`src/rtl/ivr_pkg.sv`:
```
package ivr_pkg;
  localparam int ADDR_STATUS = 0;
  localparam int ADDR_ACK    = 1;
  localparam int ADDR_HPMASK = 2;
  localparam int ADDR_SRCEN  = 3;
  localparam int OVF_LSB     = 16;
endpackage

```
`src/rtl/ivr_arb.sv`:
```
module ivr_arb #(
  parameter int N_CH = 4,
  localparam int CI_W = (N_CH > 1) ? $clog2(N_CH) : 1
) (
  input  logic            sys_req,
  input  logic            port_req,
  input  logic [N_CH-1:0] ch_req,
  output logic            sys_gnt,
  output logic            port_gnt,
  output logic [N_CH-1:0] ch_gnt,
  output logic [CI_W-1:0] ch_idx,
  output logic            any_gnt
);
  logic taken;
  always_comb begin
    sys_gnt  = sys_req;
    port_gnt = port_req & ~sys_req;
    taken    = sys_req | port_req;
    ch_gnt   = '0;
    ch_idx   = '0;
    for (int i = 0; i < N_CH; i++) begin
      if (ch_req[i] && !taken) begin
        ch_gnt[i] = 1'b1;
        ch_idx    = CI_W'(i);
        taken     = 1'b1;
      end
    end
    any_gnt = taken;
  end
endmodule

```
`src/rtl/ivr_fifo.sv`:
```
module ivr_fifo #(
  parameter int W     = 32,
  parameter int DEPTH = 16,
  localparam int AW   = $clog2(DEPTH)
) (
  input  logic         clk,
  input  logic         rst,
  input  logic         push,
  input  logic [W-1:0] din,
  input  logic         pop,
  output logic [W-1:0] dout,
  output logic         full,
  output logic         empty
);
  logic [W-1:0] mem [DEPTH];
  logic [AW-1:0] wptr, rptr;
  logic [AW:0]   count;
  logic [W-1:0]  rd_q;
  logic          rd_empty_q;
  logic          do_push, do_pop;

  assign full    = (count == (AW+1)'(DEPTH));
  assign empty   = (count == '0);
  assign do_push = push & ~full;
  assign do_pop  = pop & ~empty;

  always_ff @(posedge clk) begin
    if (do_push) mem[wptr] <= din;
  end

  always_ff @(posedge clk) begin
    if (pop) rd_q <= mem[rptr];
  end

  always_ff @(posedge clk) begin
    if (rst) begin
      wptr <= '0; rptr <= '0; count <= '0; rd_empty_q <= 1'b1;
    end else begin
      if (do_push) wptr <= wptr + 1'b1;
      if (do_pop)  rptr <= rptr + 1'b1;
      count <= count + (AW+1)'(do_push) - (AW+1)'(do_pop);
      if (pop) rd_empty_q <= empty;
    end
  end

  assign dout = rd_empty_q ? '0 : rd_q;
endmodule

```
`src/rtl/ivr_router.sv`:
```
module ivr_router #(
  parameter int N_CH    = 4,
  parameter int VEC_W   = 32,
  parameter int Q_NUM   = 8,
  parameter int Q_DEPTH = 16,
  localparam int QI_W   = $clog2(Q_NUM),
  localparam int ADDR_W = QI_W + 1,
  localparam int CI_W   = (N_CH > 1) ? $clog2(N_CH) : 1,
  localparam int HP_Q   = Q_NUM - 1
) (
  input  logic                   clk,
  input  logic                   rst,
  input  logic [N_CH-1:0]        ch_req,
  input  logic [N_CH*VEC_W-1:0]  ch_vec,
  input  logic [N_CH*QI_W-1:0]   ch_queue,
  output logic [N_CH-1:0]        ch_gnt,
  input  logic                   port_req,
  input  logic [VEC_W-1:0]       port_vec,
  input  logic [QI_W-1:0]        port_queue,
  output logic                   port_gnt,
  input  logic                   sys_req,
  input  logic [VEC_W-1:0]       sys_vec,
  input  logic [QI_W-1:0]        sys_queue,
  output logic                   sys_gnt,
  input  logic                   host_wr,
  input  logic                   host_rd,
  input  logic [ADDR_W-1:0]      host_addr,
  input  logic [VEC_W-1:0]       host_wdata,
  output logic [VEC_W-1:0]       host_rdata,
  output logic                   irq
);
  import ivr_pkg::*;

  logic             port_en_q, sys_en_q;
  logic [Q_NUM-1:0] hpmask_q, pending_q, ovf_q;
  logic [CI_W-1:0]  ch_idx;
  logic             any_gnt, from_ch, push_ok, drop;
  logic [VEC_W-1:0] sel_vec;
  logic [QI_W-1:0]  sel_q, tgt;
  logic [Q_NUM-1:0] q_full, q_push, q_pop, tgt_hot;
  logic [VEC_W-1:0] q_dout [Q_NUM];
  logic             ack_hit;
  logic [VEC_W-1:0] stat_w, rd_reg;
  logic             rd_is_q;
  logic [QI_W-1:0]  rd_idx;
  logic             unused_ok;

  assign unused_ok = ^host_wdata;

  ivr_arb #(.N_CH(N_CH)) u_arb (
    .sys_req (sys_req & sys_en_q),
    .port_req(port_req & port_en_q),
    .ch_req  (ch_req),
    .sys_gnt (sys_gnt),
    .port_gnt(port_gnt),
    .ch_gnt  (ch_gnt),
    .ch_idx  (ch_idx),
    .any_gnt (any_gnt)
  );

  always_comb begin
    from_ch = 1'b0;
    if (sys_gnt) begin
      sel_vec = sys_vec;  sel_q = sys_queue;
    end else if (port_gnt) begin
      sel_vec = port_vec; sel_q = port_queue;
    end else begin
      sel_vec = ch_vec[int'(ch_idx)*VEC_W +: VEC_W];
      sel_q   = ch_queue[int'(ch_idx)*QI_W +: QI_W];
      from_ch = 1'b1;
    end
    tgt = (from_ch && hpmask_q[sel_q]) ? QI_W'(HP_Q) : sel_q;
  end

  assign push_ok = any_gnt & ~q_full[tgt];
  assign drop    = any_gnt &  q_full[tgt];
  assign ack_hit = host_wr && (host_addr == ADDR_W'(ADDR_ACK));

  for (genvar q = 0; q < Q_NUM; q++) begin : g_q
    assign tgt_hot[q] = (tgt == QI_W'(q));
    assign q_push[q]  = push_ok & tgt_hot[q];
    assign q_pop[q]   = host_rd & host_addr[QI_W] & (host_addr[QI_W-1:0] == QI_W'(q));
    ivr_fifo #(.W(VEC_W), .DEPTH(Q_DEPTH)) u_fifo (
      .clk(clk), .rst(rst), .push(q_push[q]), .din(sel_vec),
      .pop(q_pop[q]), .dout(q_dout[q]), .full(q_full[q]), .empty()
    );
  end

  always_ff @(posedge clk) begin
    if (rst) begin
      port_en_q <= 1'b0; sys_en_q <= 1'b0;
      hpmask_q  <= '0;   pending_q <= '0; ovf_q <= '0;
    end else begin
      pending_q <= (pending_q & ~(ack_hit ? host_wdata[Q_NUM-1:0] : '0))
                 | (push_ok ? tgt_hot : '0);
      ovf_q     <= (ovf_q & ~(ack_hit ? host_wdata[OVF_LSB +: Q_NUM] : '0))
                 | (drop ? tgt_hot : '0);
      if (host_wr && host_addr == ADDR_W'(ADDR_HPMASK)) hpmask_q <= host_wdata[Q_NUM-1:0];
      if (host_wr && host_addr == ADDR_W'(ADDR_SRCEN)) begin
        port_en_q <= host_wdata[0];
        sys_en_q  <= host_wdata[1];
      end
    end
  end

  always_comb begin
    stat_w = '0;
    stat_w[Q_NUM-1:0]        = pending_q;
    stat_w[OVF_LSB +: Q_NUM] = ovf_q;
  end

  always_ff @(posedge clk) begin
    if (rst) begin
      rd_is_q <= 1'b0; rd_idx <= '0; rd_reg <= '0;
    end else if (host_rd) begin
      rd_is_q <= host_addr[QI_W];
      rd_idx  <= host_addr[QI_W-1:0];
      if (host_addr == ADDR_W'(ADDR_STATUS))      rd_reg <= stat_w;
      else if (host_addr == ADDR_W'(ADDR_HPMASK)) rd_reg <= VEC_W'(hpmask_q);
      else if (host_addr == ADDR_W'(ADDR_SRCEN))  rd_reg <= VEC_W'({sys_en_q, port_en_q});
      else                                        rd_reg <= '0;
    end
  end

  assign host_rdata = rd_is_q ? q_dout[rd_idx] : rd_reg;
  assign irq        = |pending_q;
endmodule

```
`config.mk`:
```
export PLATFORM = sky130hd
export DESIGN_NAME = ivr_router
export DESIGN_NICKNAME = d
export VERILOG_FILES = /design/src/rtl/ivr_pkg.sv /design/src/rtl/ivr_arb.sv /design/src/rtl/ivr_fifo.sv /design/src/rtl/ivr_router.sv
export SDC_FILE = /design/constraint.sdc
export NUM_CORES = 2
export LEC_CHECK = 0
export BUFFER_PORTS_ARGS = -buffer_cell sky130_fd_sc_hd__buf_2
export CAP_MARGIN = 20
export CORE_MARGIN = 3
export CORE_UTILIZATION = 45
export CTS_BUF_LIST = sky130_fd_sc_hd__clkbuf_4
export CTS_CLUSTER_DIAMETER = 200
export DETAILED_ROUTE_END_ITERATION = 16
export PLACE_DENSITY = 0.71
export SYNTH_ARGS = -nofsm -noshare
export SYNTH_HDL_FRONTEND = slang
export SYNTH_SLANG_ARGS = --single-unit
```
`constraint.sdc`:
```
create_clock -name clk -period 9.99 [get_ports clk]
set_input_delay 0.999 -clock clk [delete_from_list [all_inputs] [get_ports clk]]
set_output_delay 0.999 -clock clk [all_outputs]
set_load 0.01 [all_outputs]
```
==> metrics.json <==
{
  "outcome": {"value": "finished, final reports clean"},
  "clock.fmax": {"value": 0.150, "unit": "GHz"},
  "synth_mux_area_frac": {"value": 0.169},
  "share_of_cells_above_drive_strength_1": {"value": 0.384},
  "drt_iter0_drcs": {"value": 11300},
  "worstPathRequired": {"value": 8990, "unit": "ps"},
  "grt_start_max_net_pins": {"value": 119},
  "vdd_drop_max": {"value": 0.121, "unit": "mV"},
  "design.core.area": {"value": 383000, "unit": "sq um"},
  "die_w": {"value": 628, "unit": "microns"},
  "minimum_hold_slack": {"value": 167, "unit": "ps"},
  "antenna_found_initial": {"value": 53},
  "area_post_placement": {"value": 182000, "unit": "sq um"},
  "clock_latency": {"value": 1670, "unit": "ps"},
  "synth_compound_gate_area_share": {"value": 0.0200},
  "mappedNetlistNets": {"value": 8067},
  "postSynth.asyncResetShare": {"value": 0},
  "post_synth_xor_area_fraction": {"value": 0.00252},
  "drt_first_pass_iters": {"value": 8},
  "synthesis.instances": {"value": 7715},
  "worstHoldPathType": {"value": "input pin to register"},
  "avgViaCountPerCell": {"value": 5.99},
  "finalCritPeriodShare": {"value": 0.667},
  "detailedPlacementHpwl": {"value": 258, "unit": "mm"},
  "buffer_depth_of_the_longest_clock_path": {"value": 5},
  "ys_ff_latch": {"value": 4510},
  "worst_path_max_delay_cell": {"value": "a21oi_1"},
  "synth-adder-area-share": {"value": 0.00725},
  "critical_path.cell_chain": {"value": "buf_4, a221oi_1, a21oi_1, a21oi_1, a21oi_1, buf_2"},
  "remaining_drc_errors": {"value": 0},
  "post_drt_wl_per_cell": {"value": 30.5, "unit": "microns"},
  "design.die.area": {"value": 394000, "unit": "sq um"},
  "track_usage": {"value": 0.231},
  "largest_registers": {"value": "g_q.u_fifo.mem (4096), g_q.u_fifo.rd_q (256), g_q.u_fifo.count (40)"},
  "area_delta_synth_final": {"value": 13.4, "unit": "%"},
  "power": {"value": 38300, "unit": "uW"},
  "number_of_flip_flops_under_the_largest_register_name": {"value": 4096},
  "slew_viol_final": {"value": 0},
  "placement_rows": {"value": 227},
  "cts_tree": {"value": "done"},
  "htree_levels": {"value": 7},
  "overflow": {"value": 0},
  "grt_pass1_wl": {"value": 639, "unit": "mm"},
  "synth_area": {"value": 174000, "unit": "sq um"},
  "synth_top_family_by_area": {"value": "multiplexers"},
  "skew": {"value": 165, "unit": "ps"},
  "floorplan.initialDensity": {"value": 0.453},
  "worstSetupEndpointType": {"value": "output port"},
  "num-nets-final": {"value": 9355},
  "postLayoutCellArea": {"value": 197000, "unit": "sq um"},
  "synthSimpleGateAreaFrac": {"value": 0.0205},
  "ys.flop_type": {"value": "edfxtp_1"},
  "tightestPinTransition": {"value": 1330, "unit": "ps"},
  "synthesis.yosys.warnings": {"value": 0},
  "ctsRootBufferMaster": {"value": "clkbuf_4"},
  "timing.critical_path.from_type": {"value": "register"},
  "post_synth_num_cell_types": {"value": 74},
  "max_cap_viol_count": {"value": 0},
  "synth-edff-count": {"value": 4352},
  "cp_data_arrival_time": {"value": 5660, "unit": "ps"},
  "setup_violations": {"value": 0},
  "setup_tns": {"value": 0, "unit": "ps"},
  "clk_transition_reported_paths": {"value": 70, "unit": "ps"},
  "power-per-cell-area": {"value": 194, "unit": "nW/um^2"},
  "mostFrequentLayoutCells": {"value": "4,352 x edfxtp_1, 1,623 x clkbuf_4, 1,280 x mux4_2"},
  "wl": {"value": 451, "unit": "mm"},
  "detail-route-antenna-nets": {"value": 0},
  "worst_setup_path_type": {"value": "register to output port"},
  "buffer_ports.inserted": {"value": 278},
  "worst_slew_margin_rel": {"value": 0.113},
  "unrepaired_setup_endpoints_after_global_routing": {"value": "false"},
  "worst-path-max-fanout": {"value": 67},
  "final_weighted_congestion_in_routability_driven_placement": {"value": 0.937},
  "via_count": {"value": 88400},
  "power.leakage": {"value": 0.0614, "unit": "uW"},
  "max_flop_register": {"value": "g_q.u_fifo.mem"},
  "synthesis.area_per_instance": {"value": 22.5, "unit": "sq um"},
  "seq_area_frac_synth": {"value": 0.770},
  "cts_made_buffers": {"value": 1157},
  "die_h": {"value": 628, "unit": "microns"},
  "clock-sinks": {"value": 4510},
  "ios": {"value": 295},
  "timing.critical_path.slowest_cell_delay": {"value": 1050, "unit": "ps"},
  "via_count_of_the_first_global_routing_pass": {"value": 91100},
  "finalCriticalPeriod": {"value": 6660, "unit": "ps"},
  "critPathMostFrequentCell": {"value": "a21oi_1"},
  "most_frequent_standard_cell_in_the_layout_excluding_fill_and_tap_cells": {"value": "edfxtp_1"},
  "hold_viol_final": {"value": 0}
}
-- final timing paths --
check	slack, ps	endpoint	startpoint	depth (start not counted)
max	3330	host_rdata[23]	rd_idx[1]	6
min	170	g_q[6].u_fifo.mem[9][26]	sys_vec[26]	4
max reg2reg	4080	g_q[0].u_fifo.mem[14][30]	port_en_q	9
min reg2reg	470	ovf_q[3]	ovf_q[3]	2
-- synthesized netlist by cell type, types with 9 or more instances --
master | n | share of area
xor2_1 | 30 | 0.0015
nor2_1 | 166 | 0.0036
inv_1 | 85 | 0.0018
dfxtp_1 | 158 | 0.018
and3_1 | 120 | 0.0043
or3_1 | 18 | 0.00065
nand3_1 | 31 | 0.00089
nor2b_1 | 72 | 0.0026
edfxtp_1 | 4352 | 0.75
a22oi_1 | 66 | 0.0028
o21ai_0 | 56 | 0.0016
a21oi_1 | 171 | 0.0049
mux2i_1 | 28 | 0.0016
ha_1 | 88 | 0.0063
nand2_1 | 180 | 0.0039
o22ai_1 | 15 | 0.00054
o21a_1 | 9 | 0.00039
a211oi_1 | 33 | 0.0014
a221oi_1 | 64 | 0.0032
mux2_2 | 17 | 0.0011
and2_1 | 32 | 0.0012
mux4_2 | 1280 | 0.17
nand2b_1 | 19 | 0.00068
a21o_1 | 9 | 0.00039
clkbuf_1 | 297 | 0.0064
nor3_1 | 14 | 0.00040
a311oi_1 | 32 | 0.0016
nand4_1 | 16 | 0.00058
buf_1 | 121 | 0.0026
xnor2_1 | 20 | 0.0010
-- critical path: cells and delay by family (launching register included) --
family / cells / cell delay [ps]
AO/OA/AOI/OAI: 4 / 1980
buffers and inverters: 2 / 1100
flip-flops: 1 / 840
-- routing by layer --
layer | track usage | vias up | share of wire | wire length (microns)
met4 | 0.130 | 6 | 0.054 | 24500
met5 | 0.00161 | - | 0.00010 | 47
li1 | - | 36000 | - | -
met3 | 0.0580 | 933 | 0.097 | 43900
met2 | 0.368 | 5286 | 0.49 | 223000
met1 | 0.290 | 46300 | 0.35 | 160000
-- power breakdown --
part	leakage, uW	switching, uW	total, uW	internal [uW]
Combinational	0.0130	1560	2240	684
Sequential	0.0404	119	21400	21300
Clock	0.00806	7010	14700	7650
-- per-stage QoR --
step           std cells   util  worst slack (ps)
3_5_place_dp       12800  0.476              3530
4_1_cts            14700  0.511              3460
3_3_place_gp       12800  0.475              3730
2_1_floorplan       7715      -              1280
6_report           14800  0.514              3330
5_1_grt            14800  0.514              3210
-- final cells by class --
cell class / instances / area [sq um]
diodes: 32 / 80.1
repair buffers: 558 / 4540
fillers: 29400 / 186000
clock buffers: 1623 / 12200
clock inverters: 237 / 1150
flip-flops and latches: 4510 / 134000
well taps: 5038 / 6300
multi-input cells: 2690 / 38700
inverters: 86 / 325
-- repair_timing --
action                                 CTS  global route
endpoints found under the hold margin  172             1
hold buffers                            36             1
setup buffers                            0             0
resized for setup                        0             0
-- cells by family (layout without fill, tap and decap cells) --
family,after synthesis,count (layout)
compound gates,514,514
xor+xnor,50,50
fa+ha+maj,96,96
buf+inv,515,2504
flops,4510,4510
mux,1328,1328
other cells,0,32
simple gates,702,702
Note: power is estimated with default switching activity, not from simulation.
